File: config.mk
export PLATFORM = sky130hd
export DESIGN_NAME = kbs_matrix_scan
export DESIGN_NICKNAME = d
export VERILOG_FILES = /design/src/rtl/kbs_pkg.sv /design/src/rtl/kbs_sense_seq.sv /design/src/rtl/kbs_scan_timer.sv /design/src/rtl/kbs_row_map.sv /design/src/rtl/kbs_matrix_scan.sv
export SDC_FILE = /design/constraint.sdc
export NUM_CORES = 1
export LEC_CHECK = 0
export ABC_AREA = 1
export BUFFER_PORTS_ARGS = -buffer_cell sky130_fd_sc_hd__buf_4
export CAP_MARGIN = 20
export CORE_MARGIN = 4
export CORE_UTILIZATION = 30
export DETAILED_ROUTE_END_ITERATION = 7
export PLACE_DENSITY_LB_ADDON = 0.05
export SETUP_SLACK_MARGIN = 0.05
export SLEW_MARGIN = 20
export SYNTH_ARGS = -nofsm -noshare
export SYNTH_HDL_FRONTEND = slang
export SYNTH_SLANG_ARGS = --single-unit
File: constraint.sdc
create_clock -name clk -period 3.63 [get_ports clk]
set_input_delay 0.5445 -clock clk [delete_from_list [all_inputs] [get_ports clk]]
set_output_delay 0.5445 -clock clk [all_outputs]
set_load 0.02 [all_outputs]
File: src/rtl/kbs_pkg.sv
`timescale 1ns/1ps
package kbs_pkg;

   // Steps of the per-sensor amplifier handshake, in execution order.
   typedef enum logic [2:0] {
      STP_OPEN,    // enable low
      STP_ADDR,    // strobe low, column address out
      STP_GRAB,    // strobe high: amplifier latches address
      STP_THR,     // strobe high, threshold code out
      STP_DRIVE,   // row drive on
      STP_ARM,     // enable high: threshold latched
      STP_DROP,    // row drive off
      STP_SAMPLE   // read amplifier output
   } stp_e;

   // Row-level scan control.
   typedef enum logic [2:0] {
      SC_WAIT,
      SC_READ1,
      SC_EVAL1,
      SC_READ2,
      SC_EVAL2
   } scan_e;

endpackage

File: src/rtl/kbs_sense_seq.sv
`timescale 1ns/1ps
module kbs_sense_seq
   import kbs_pkg::*;
#(
   parameter int COLS     = 8,
   parameter int STEP_CYC = 2,
   parameter int SEL_W    = 4,
   parameter int THRESH   = 3
) (
   input  logic             clk,
   input  logic             rst_n,
   input  logic             start_i,
   input  logic             sa_out_i,
   output logic             sa_q_o,
   output logic             sa_en_o,
   output logic [SEL_W-1:0] sa_sel_o,
   output logic             drive_en_o,
   output logic             done_o,
   output logic [COLS-1:0]  word_o
);

   localparam int COL_W = $clog2(COLS);
   localparam int CNT_W = (STEP_CYC > 1) ? $clog2(STEP_CYC) : 1;

   logic             busy_q;
   stp_e             stp_q;
   logic [COL_W-1:0] col_q;
   logic [CNT_W-1:0] cnt_q;
   logic [COLS-1:0]  word_q;
   logic             done_q;
   logic             step_last;

   assign step_last = (cnt_q == CNT_W'(STEP_CYC - 1));

   always_ff @(posedge clk or negedge rst_n) begin
      if (!rst_n) begin
         busy_q <= 1'b0;
         stp_q  <= STP_OPEN;
         col_q  <= '0;
         cnt_q  <= '0;
         word_q <= '0;
         done_q <= 1'b0;
      end else begin
         done_q <= 1'b0;
         if (start_i && !busy_q) begin
            busy_q <= 1'b1;
            stp_q  <= STP_OPEN;
            col_q  <= COL_W'(COLS - 1);
            cnt_q  <= '0;
            word_q <= '0;
         end else if (busy_q) begin
            if (!step_last) begin
               cnt_q <= cnt_q + 1'b1;
            end else begin
               cnt_q <= '0;
               if (stp_q == STP_SAMPLE) begin
                  word_q[col_q] <= ~sa_out_i;
                  if (col_q == '0) begin
                     busy_q <= 1'b0;
                     done_q <= 1'b1;
                  end else begin
                     col_q <= col_q - 1'b1;
                     stp_q <= STP_OPEN;
                  end
               end else begin
                  stp_q <= stp_e'(stp_q + 3'd1);
               end
            end
         end
      end
   end

   always_comb begin
      sa_en_o    = busy_q && (stp_q inside {STP_ARM, STP_DROP, STP_SAMPLE});
      sa_q_o     = !(busy_q && (stp_q == STP_ADDR));
      drive_en_o = busy_q && (stp_q inside {STP_DRIVE, STP_ARM});
      if (busy_q && (stp_q inside {STP_THR, STP_DRIVE, STP_ARM, STP_DROP, STP_SAMPLE}))
         sa_sel_o = SEL_W'(THRESH);
      else if (busy_q)
         sa_sel_o = SEL_W'(col_q);
      else
         sa_sel_o = '0;
   end

   assign done_o = done_q;
   assign word_o = word_q;


   en_rise_chk: assert property (@(posedge clk) disable iff (!rst_n)
      $rose(sa_en_o) |-> (drive_en_o && (sa_sel_o == SEL_W'(THRESH))));


   drive_fall_chk: assert property (@(posedge clk) disable iff (!rst_n)
      $fell(drive_en_o) |-> sa_en_o);


   strobe_idle_chk: assert property (@(posedge clk) disable iff (!rst_n)
      !sa_q_o |-> !sa_en_o);

endmodule

File: src/rtl/kbs_scan_timer.sv
`timescale 1ns/1ps
module kbs_scan_timer #(
   parameter int PERIOD = 4000
) (
   input  logic clk,
   input  logic rst_n,
   input  logic clear_i,
   output logic elapsed_o
);

   localparam int TW = $clog2(PERIOD + 1);

   logic [TW-1:0] cnt_q;

   always_ff @(posedge clk or negedge rst_n) begin
      if (!rst_n)
         cnt_q <= '0;
      else if (clear_i)
         cnt_q <= '0;
      else if (cnt_q != TW'(PERIOD - 1))
         cnt_q <= cnt_q + 1'b1;
   end

   assign elapsed_o = (cnt_q == TW'(PERIOD - 1));


   tmr_hold_chk: assert property (@(posedge clk) disable iff (!rst_n)
      (elapsed_o && !clear_i) |=> elapsed_o);

endmodule

File: src/rtl/kbs_row_map.sv
`timescale 1ns/1ps
module kbs_row_map #(
   parameter int ROWS = 12,
   parameter int COLS = 8
) (
   input  logic                    clk,
   input  logic                    rst_n,
   input  logic [$clog2(ROWS)-1:0] rd_row_i,
   output logic [COLS-1:0]         rd_word_o,
   input  logic                    wr_en_i,
   input  logic [$clog2(ROWS)-1:0] wr_row_i,
   input  logic [COLS-1:0]         wr_word_i
);

   localparam int ROW_W = $clog2(ROWS);

   logic [COLS-1:0] map_q [ROWS];

   for (genvar r = 0; r < ROWS; r++) begin : g_row
      always_ff @(posedge clk or negedge rst_n) begin
         if (!rst_n)
            map_q[r] <= '0;
         else if (wr_en_i && (wr_row_i == ROW_W'(r)))
            map_q[r] <= wr_word_i;
      end
   end

   always_comb begin
      rd_word_o = '0;
      for (int r = 0; r < ROWS; r++)
         if (rd_row_i == ROW_W'(r)) rd_word_o = map_q[r];
   end


   wr_range_chk: assert property (@(posedge clk) disable iff (!rst_n)
      wr_en_i |-> (wr_row_i < ROW_W'(ROWS)));

endmodule

File: src/rtl/kbs_matrix_scan.sv
`timescale 1ns/1ps
module kbs_matrix_scan
   import kbs_pkg::*;
#(
   parameter int ROWS        = 12,
   parameter int COLS        = 8,
   parameter int STEP_CYC    = 2,
   parameter int SCAN_PERIOD = 4000,
   parameter int SEL_W       = 4,
   parameter int THRESH      = 3
) (
   input  logic                    clk,
   input  logic                    rst_n,
   input  logic                    sa_out_i,
   output logic                    sa_q_o,
   output logic                    sa_en_o,
   output logic [SEL_W-1:0]        sa_sel_o,
   output logic [ROWS-1:0]         drive_o,
   output logic                    res_valid_o,
   output logic [$clog2(ROWS)-1:0] res_row_o,
   output logic [COLS-1:0]         res_word_o,
   output logic [COLS-1:0]         res_chg_o
);

   localparam int ROW_W = $clog2(ROWS);

   if (ROWS < 2 || COLS < 2) begin : g_bad_dim
      $error("kbs_matrix_scan: ROWS and COLS must be at least 2");
   end
   if (SEL_W < $clog2(COLS) || THRESH >= (1 << SEL_W)) begin : g_bad_sel
      $error("kbs_matrix_scan: SEL_W too narrow for column address or threshold");
   end
   if (STEP_CYC < 1 || SCAN_PERIOD < 2) begin : g_bad_time
      $error("kbs_matrix_scan: STEP_CYC and SCAN_PERIOD out of range");
   end

   scan_e            st_q;
   logic [ROW_W-1:0] row_q;
   logic [COLS-1:0]  first_q;
   logic             seq_start_q;
   logic             seq_done;
   logic             seq_drive;
   logic [COLS-1:0]  seq_word;
   logic [COLS-1:0]  map_word;
   logic             map_we;
   logic             tmr_elapsed;
   logic             tmr_clr;
   logic             adv;
   logic             emit;
   logic [COLS-1:0]  e_word;
   logic [COLS-1:0]  e_chg;

   kbs_sense_seq #(
      .COLS(COLS), .STEP_CYC(STEP_CYC), .SEL_W(SEL_W), .THRESH(THRESH)
   ) u_seq (
      .clk(clk), .rst_n(rst_n), .start_i(seq_start_q), .sa_out_i(sa_out_i),
      .sa_q_o(sa_q_o), .sa_en_o(sa_en_o), .sa_sel_o(sa_sel_o),
      .drive_en_o(seq_drive), .done_o(seq_done), .word_o(seq_word)
   );

   kbs_scan_timer #(.PERIOD(SCAN_PERIOD)) u_tmr (
      .clk(clk), .rst_n(rst_n), .clear_i(tmr_clr), .elapsed_o(tmr_elapsed)
   );

   kbs_row_map #(.ROWS(ROWS), .COLS(COLS)) u_map (
      .clk(clk), .rst_n(rst_n), .rd_row_i(row_q), .rd_word_o(map_word),
      .wr_en_i(map_we), .wr_row_i(row_q), .wr_word_i(seq_word)
   );

   assign tmr_clr = (st_q == SC_WAIT) && tmr_elapsed;

   for (genvar r = 0; r < ROWS; r++) begin : g_drv
      assign drive_o[r] = seq_drive && (row_q == ROW_W'(r));
   end

   always_comb begin
      adv    = 1'b0;
      emit   = 1'b0;
      map_we = 1'b0;
      e_word = seq_word;
      e_chg  = '0;
      case (st_q)
         SC_EVAL1: begin
            if (seq_word == map_word) begin
               adv  = 1'b1;
               emit = (seq_word != '0);
            end
         end
         SC_EVAL2: begin
            adv = 1'b1;
            if (seq_word == first_q) begin
               map_we = 1'b1;
               emit   = 1'b1;
               e_chg  = seq_word ^ map_word;
            end else begin
               emit   = (map_word != '0);
               e_word = map_word;
            end
         end
         default: ;
      endcase
   end

   always_ff @(posedge clk or negedge rst_n) begin
      if (!rst_n) begin
         st_q        <= SC_WAIT;
         row_q       <= ROW_W'(ROWS - 1);
         first_q     <= '0;
         seq_start_q <= 1'b0;
         res_valid_o <= 1'b0;
         res_row_o   <= '0;
         res_word_o  <= '0;
         res_chg_o   <= '0;
      end else begin
         seq_start_q <= 1'b0;
         res_valid_o <= 1'b0;
         case (st_q)
            SC_WAIT: if (tmr_elapsed) begin
               row_q       <= ROW_W'(ROWS - 1);
               seq_start_q <= 1'b1;
               st_q        <= SC_READ1;
            end
            SC_READ1: if (seq_done) st_q <= SC_EVAL1;
            SC_EVAL1: if (!adv) begin
               first_q     <= seq_word;
               seq_start_q <= 1'b1;
               st_q        <= SC_READ2;
            end
            SC_READ2: if (seq_done) st_q <= SC_EVAL2;
            default: ;
         endcase
         if (adv) begin
            if (row_q == '0) begin
               st_q <= SC_WAIT;
            end else begin
               row_q       <= row_q - 1'b1;
               seq_start_q <= 1'b1;
               st_q        <= SC_READ1;
            end
         end
         if (emit) begin
            res_valid_o <= 1'b1;
            res_row_o   <= row_q;
            res_word_o  <= e_word;
            res_chg_o   <= e_chg;
         end
      end
   end


   drive_onehot_chk: assert property (@(posedge clk) disable iff (!rst_n)
      $onehot0(drive_o));


   res_pulse_chk: assert property (@(posedge clk) disable iff (!rst_n)
      res_valid_o |=> !res_valid_o);


   res_empty_chk: assert property (@(posedge clk) disable iff (!rst_n)
      (res_valid_o && (res_chg_o == '0)) |-> (res_word_o != '0));


   scan_gate_chk: assert property (@(posedge clk) disable iff (!rst_n)
      ((st_q == SC_READ1) && ($past(st_q) == SC_WAIT)) |-> $past(tmr_elapsed));

endmodule

==> results.md, run 1 <==
* Post-Syn Area per Cell at 7.70 um2
* Ports at 42
* Area contributors post-synth: dfrtp_1 48%, nand2_1 16%, o21ai_0 8.7%
* Syn. warnings at 0
* Syn Inst Count at 1,085
* Sequential share of the synthesized area at 48.5%
* Crit Path Category: register to register
* Die Y at 175 um
* H-tree depth at 4
* Wire per inst at 16.6 um
* Seq cells post-synth at 162
* Critical Path RT at 3.93 ns
* Synth top area share at 47.6%
* Number of vias per cell at 4.65
* CTS sink count at 162
* Final Skew at 0.0130 ns
* Max-Cap Viols at 0
* Number of global-route vias before repair at 6,896
* Routed Antenna Nets at 0
* Root Driver: clkbuf_16
* # setup viols final at 0
* Critical Path Sink Type: register
* Site Rows at 60
* Leakage power at 4.60 nW
* Clock latency on the worst-skew pair at 0.43 ns
* Drt first pass iters at 5
* Largest net degree at the start of global routing at 59
* DP HPWL at 17,900 um
* All-layer global routing usage at 16.9%
* Post-route cell area at 9710 um2
* F_max at 309 MHz
* Syn_nets at 1,101
* DRT Wirelength at 25,100 um
* Largest area contributor in the netlist: dfrtp_1
* Core Footprint at 27,200 um2
* Setup Total Neg Slack at 0 ns
* Crit path launch: row_q[1]
* Crit Path Max Fanout at 14
* Num CTS Buffers at 17
* Fin cells at 1,512
* WHS at 0.0833 ns
* Layout Nets at 1,144
* Initial Utilization at 30.8%
* Crit path DAT at 3.54 ns
* Clock Tree Buf Depth at 2
* CTS tree: built
* Status: finished, final reports clean
* Count of input and output buffers at 40
* Unrepaired setup endpoints after global routing: false
* Crit start category: register
* Minimum clock period at 3.24 ns
* Yosys cell types at 39
* P&R area growth vs syn at 16.1%
* Hold/Removal Path Class: input pin to asynchronous set/reset pin
* Max Slew Vio Count at 0
* Proportion of layout cells with a drive suffix above 1 at 13.7%
* Die width at 175 um
* VDD IR max at 0.313 mV
* Min setup slack post-route at 0.395 ns
* Diode count at 0
* Placer congestion estimate at 0.790
* Hold Buf Count CTS at 0
* Final-report hold violation count at 0
* Worst-Margin Slew at 0.884 ns
* Mapped cell area at 8360 um2
* Relative slew margins at 40.6%
* Pre-CTS setup slack at 0.178 ns
* DRT iter0 DRCs at 467
* Initial antenna violation count at 0
* Placed insts at 1,479
* Worst-path clk slew at 0.07 ns
* Die footprint at 30,600 um2
* RR Startpoint: row_q[1]
* Fill count at 2,953
* PwrDens at 376 nW/um2
* Placed inst area at 9090 um2
* GR Overflow Total at 0
* Residual DRC count at 0
* Post-route clock period utilization at 89.1%
* Via count at 7,026
* First-pass GRT wire length at 40,700 um
## routing by layer
| layer | track usage (%) | share of wire [%] | wire [um] |
|---|---|---|---|
| met3 | 2.94 | 2.6 | 644 |
| met5 | 0 | 0 | 0 |
| met1 | 25.3 | 52 | 13000 |
| met2 | 25.7 | 45 | 11200 |
| met4 | 3.50 | 0.87 | 218 |
## Yosys cell counts, drive strengths merged
cell type	instances
a32o	7
nor2	87
clkbuf	28
a22oi	1
a21oi	17
nor3	18
and3	2
ha	13
nand2	364
o21ai	158
nand3	63
mux2	1
or2	21
nor4	8
dfstp	3
clkinv	2
dfrtp	159
a31oi	1
nand4	11
nand3b	5
buf	16
inv	93
xnor2	3
mux2i	1
conb	1
o211ai	1
o22ai	1
## sequential cells by signal (all words and copies together) (netlist names)
name          flops
first_q           8
res_chg_o         8
res_row_o         4
res_valid_o       1
res_word_o        8
row_q             4
seq_start_q       1
st_q              3
u_map.map_q      96
u_seq.busy_q      1
u_seq.cnt_q       1
u_seq.col_q       3
u_seq.done_o      1
u_seq.stp_q       3
u_seq.word_o      8
u_tmr.cnt_q      12
## report_power, final
group,total [W],internal (W),switching [W]
Sequential,0.00181,0.00181,0.000000622
Clock,0.00179,0.00103,0.000759
Combinational,0.0000591,0.0000104,0.0000487
Total,0.00365,0.00284,0.000809
## per-stage QoR
step / power, W / utilization (%)
2_1_floorplan: 0.00185 / -
3_3_place_gp: 0.00190 / 33.5
3_5_place_dp: 0.00190 / 33.5
4_1_cts: 0.00372 / 35.5
5_1_grt: 0.00381 / 35.7
6_report: 0.00365 / 35.7
## final timing paths
path | cells after the start | to | slack, ns
hold / removal | 1 | u_map.map_q[68] | 0.08
setup reg to reg | 26 | first_q[3] | 0.39
setup / recovery | 26 | first_q[3] | 0.39
hold reg to reg | 1 | u_tmr.cnt_q[11] | 0.47
max in group asynchronous | 2 | row_q[2] | 2.80
min in group clk | 1 | u_tmr.cnt_q[11] | 0.47
## kinds of logic (layout without fill, tap and decap cells)
group / after synthesis / count (layout) / synth area share (%)
other cells: 1 / 1 / 0.0449
buf+inv: 139 / 194 / 7.21
mux: 2 / 2 / 0.254
xor+xnor: 3 / 3 / 0.314
fa+ha+maj: 13 / 13 / 1.95
simple gates: 579 / 579 / 29.8
flops: 162 / 162 / 48.5
compound gates: 186 / 186 / 11.9
## cell usage in the layout (no fill, tap or decap), types with 3 or more instances in the layout
cell type / count
nand2_1: 351
dfrtp_1: 159
o21ai_0: 146
inv_1: 83
nor2_1: 82
buf_4: 65
nand3_1: 61
nor3_1: 18
or2_2: 18
a21oi_1: 17
clkbuf_16: 17
nand4_1: 11
ha_1: 11
nand2_2: 10
nor4_1: 8
a32o_1: 7
inv_2: 7
o21ai_2: 6
o21ai_1: 6
nand3b_1: 5
nor2_4: 4
clkinv_4: 4
clkinv_2: 4
clkbuf_1: 4
xnor2_1: 3
or2_0: 3
dfstp_2: 3
## cell type report
class / instances / area, um2 / share of cell area (%)
well taps: 372 / 465 / 4.79
clock buffers: 22 / 454 / 4.68
multi-input cells: 784 / 3710 / 38.2
flip-flops and latches: 162 / 4060 / 41.8
repair buffers: 68 / 539 / 5.55
clock inverters: 9 / 109 / 1.12
inverters: 95 / 370 / 3.81
## worst max-delay path: stages, from the launching register on
cell	delay, ns
dfstp_2	0.58
inv_1	0.12
ha_1	0.21
inv_1	0.14
buf_4	0.16
nand4_1	0.12
nand3_1	0.13
nand2_1	0.06
nand3_1	0.06
nand2_1	0.09
nand2_1	0.08
nand2_1	0.06
nand2_1	0.08
nand2_1	0.05
nand2_1	0.05
nand2_1	0.06
nand2_1	0.08
nand2_1	0.11
nand2_1	0.08
nand2_1	0.08
nand2_1	0.13
nor2_4	0.07
nand2_2	0.14
nand2_8	0.07
buf_12	0.17
nand2_1	0.05
o21ai_0	0.07
## repair_timing
action | 4_1_cts | 5_1_grt
setup buffers | 0 | 2
setup endpoints to repair | 0 | 35
resized for setup | 0 | 9
(Power assumes the default switching activity.)
==> inputs of run 2 (changes only) <==
Settings changed: PLACE_DENSITY from default to 0.53, PLACE_DENSITY_LB_ADDON 0.05 to default.
==> run 2 against run 1 <==
Against the previous run: register-to-register slack improved by 0.04 ns; largest power group is now clock; sequential share of layout area up 0.13 points; global-route usage down 1.6 points; largest cell class unchanged; via count shrank 0.33%; critical path depth is 1 lower; combinational power down 7.6%.
==> results.md, run 2 (synthesis gave the netlist of run 1 again) <==
* CP dominant cell by count: nand2_1
* Root Driver: clkbuf_16
* Final Skew at 0.00951 ns
* Drt first pass iters at 5
* Core Util, Final at 35.6%
* Biggest register: u_map.map_q
* Crit Path Max Fanout at 10
* Crit start category: register
* VDD IR max at 0.326 mV
* Layout Nets at 1,136
* R2R depth at 25
* Buf+Inv Stages, Crit Path at 3
* Clock Tree Buf Depth at 2
* Num CTS Buffers at 17
* GR Overflow Total at 0
* Count of input and output buffers at 40
* Worst-path clk slew at 0.07 ns
* Pre-CTS setup slack at 0.178 ns
* Post-route clock period utilization at 88.2%
* Proportion of layout cells with a drive suffix above 1 at 13.2%
* Biggest regs: u_map.map_q: 96 flops, u_tmr.cnt_q: 12 flops
* Wire per inst at 15.0 um
* Routed Antenna Nets at 0
* P&R area growth vs syn at 15.8%
* Postcts setup bufs at 0
* CTS tree: built
* Critical Path Sink Type: register
* Die width at 175 um
* Slowest stage delay, CP at 0.58 ns
* Placer congestion estimate at 0.828
* Leakage power at 4.57 nW
* Min setup slack post-route at 0.430 ns
* First-pass GRT wire length at 37,600 um
* Setup Total Neg Slack at 0 ns
* Final-report hold violation count at 0
* Crit path DAT at 3.56 ns
* Site Rows at 60
* Core Footprint at 27,200 um2
* # setup viols final at 0
* Diode count at 0
* Levels on crit path at 25
* Final Total Pwr at 0.00376 W
* Status: finished, final reports clean
* Unrepaired setup endpoints after global routing: false
* Hold Buf Count CTS at 0
* Most common cell after layout, fill and taps aside: nand2_1
* Hold/Removal Path Class: input pin to asynchronous set/reset pin
* Worst-Margin Slew at 0.809 ns
* Residual DRC count at 0
* Clock latency on the worst-skew pair at 0.43 ns
* Via count at 7,003
* Number of global-route vias before repair at 6,792
* All-layer global routing usage at 15.3%
* Largest net degree at the start of global routing at 84
* DP HPWL at 15,800 um
* Initial antenna violation count at 0
* Die Y at 175 um
* WHS at 0.180 ns
* F_max at 312 MHz
* Max-Cap Viols at 0
* Initial Utilization at 30.8%
* Ports at 42
* Worst path slowest cell: dfstp_2
* Crit Path Category: register to register
* Critical path's top delay family: simple AND/OR/NAND/NOR gates
* Max Slew Vio Count at 0
* Relative slew margins at 46.1%
* Die footprint at 30,600 um2
* CTS sink count at 162
* DRT iter0 DRCs at 517
* DRT Wirelength at 22,500 um
* PostCTS Resize Cnt at 0
* Commonest non-fill, non-tap cells in the layout: 351 x nand2_1, 159 x dfrtp_1, 146 x o21ai_0, 83 x inv_1, 82 x nor2_1
* Critical Path RT at 3.99 ns
* Max reg flops at 96
* Number of vias per cell at 4.65
* H-tree depth at 4
* PwrDens at 388 nW/um2
* Minimum clock period at 3.20 ns
-- run 2: changes by cell type in the layout (fill, tap and decap cells not counted), sizes merged --
| cell | delta |
|---|---|
| clkinvlp | +3 |
| bufinv | +1 |
| buf | -8 |
| inv | +4 |
| clkinv | -6 |
| clkbuf | -1 |
-- run 2: layer usage --
| metal | up-vias | routed length, um | global-route usage [%] |
|---|---|---|---|
| met3 | 33 | 555 | 2.21 |
| met1 | 3306 | 11200 | 21.7 |
| li1 | 3563 | - | - |
| met4 | 0 | 469 | 5.07 |
| met2 | 101 | 10300 | 24.2 |
| met5 | - | 0 | 0 |
-- run 2: metrics by stage --
stage	instance area (um2)	std cells
6_report	9680	1505
5_1_grt	9680	1505
4_1_cts	9660	1505
3_5_place_dp	9050	1473
3_3_place_gp	9050	1473
2_1_floorplan	8360	1085
-- run 2: path summary, 6_finish.rpt --
kind / startpoint / end / slack [ns]
max in group asynchronous: rst_n / row_q[0] / 2.60
worst min register to register: u_map.map_q[74] / u_map.map_q[74] / 0.48
min in group clk: u_map.map_q[74] / u_map.map_q[74] / 0.48
worst max register to register: row_q[1] / res_word_o[2] / 0.43
worst min-delay path: rst_n / u_map.map_q[55] / 0.18
worst max-delay path: row_q[1] / res_word_o[2] / 0.43
-- run 2: final cells by class --
type                            count  area (um2)
Fill cell                        2897       17500
Sequential cell                   162        4060
Multi-Input combinational cell    784        3700
Timing Repair Buffer               60         470
Tap cell                          372         465
Clock buffer                       21         460
Inverter                           95         372
Clock inverter                     11         151
-- run 2: worst register-to-register path, stage by stage, from the launching register on --
cell	delay, ns
dfstp_2	0.58
inv_1	0.11
ha_1	0.22
buf_4	0.18
nor2_1	0.11
nand3_1	0.09
nand3_1	0.08
nand2_1	0.07
nand2_1	0.08
nand2_1	0.07
nand2_1	0.07
nand2_1	0.07
nand3_1	0.10
nand2_1	0.08
nand2_2	0.10
nand2_2	0.08
nand2_1	0.08
nand3_1	0.07
nor2_1	0.14
nand3_1	0.12
nor2_4	0.13
nand3_2	0.08
nand2_2	0.11
buf_4	0.18
nand2_1	0.07
nand2_1	0.08
-- run 2: power breakdown --
group	total (W)	leakage [nW]	switching [W]	internal (W)
Sequential	0.00181	2.24	0.000000693	0.00181
Combinational	0.0000546	2.04	0.0000463	0.00000830
Clock	0.00190	0.287	0.000770	0.00113
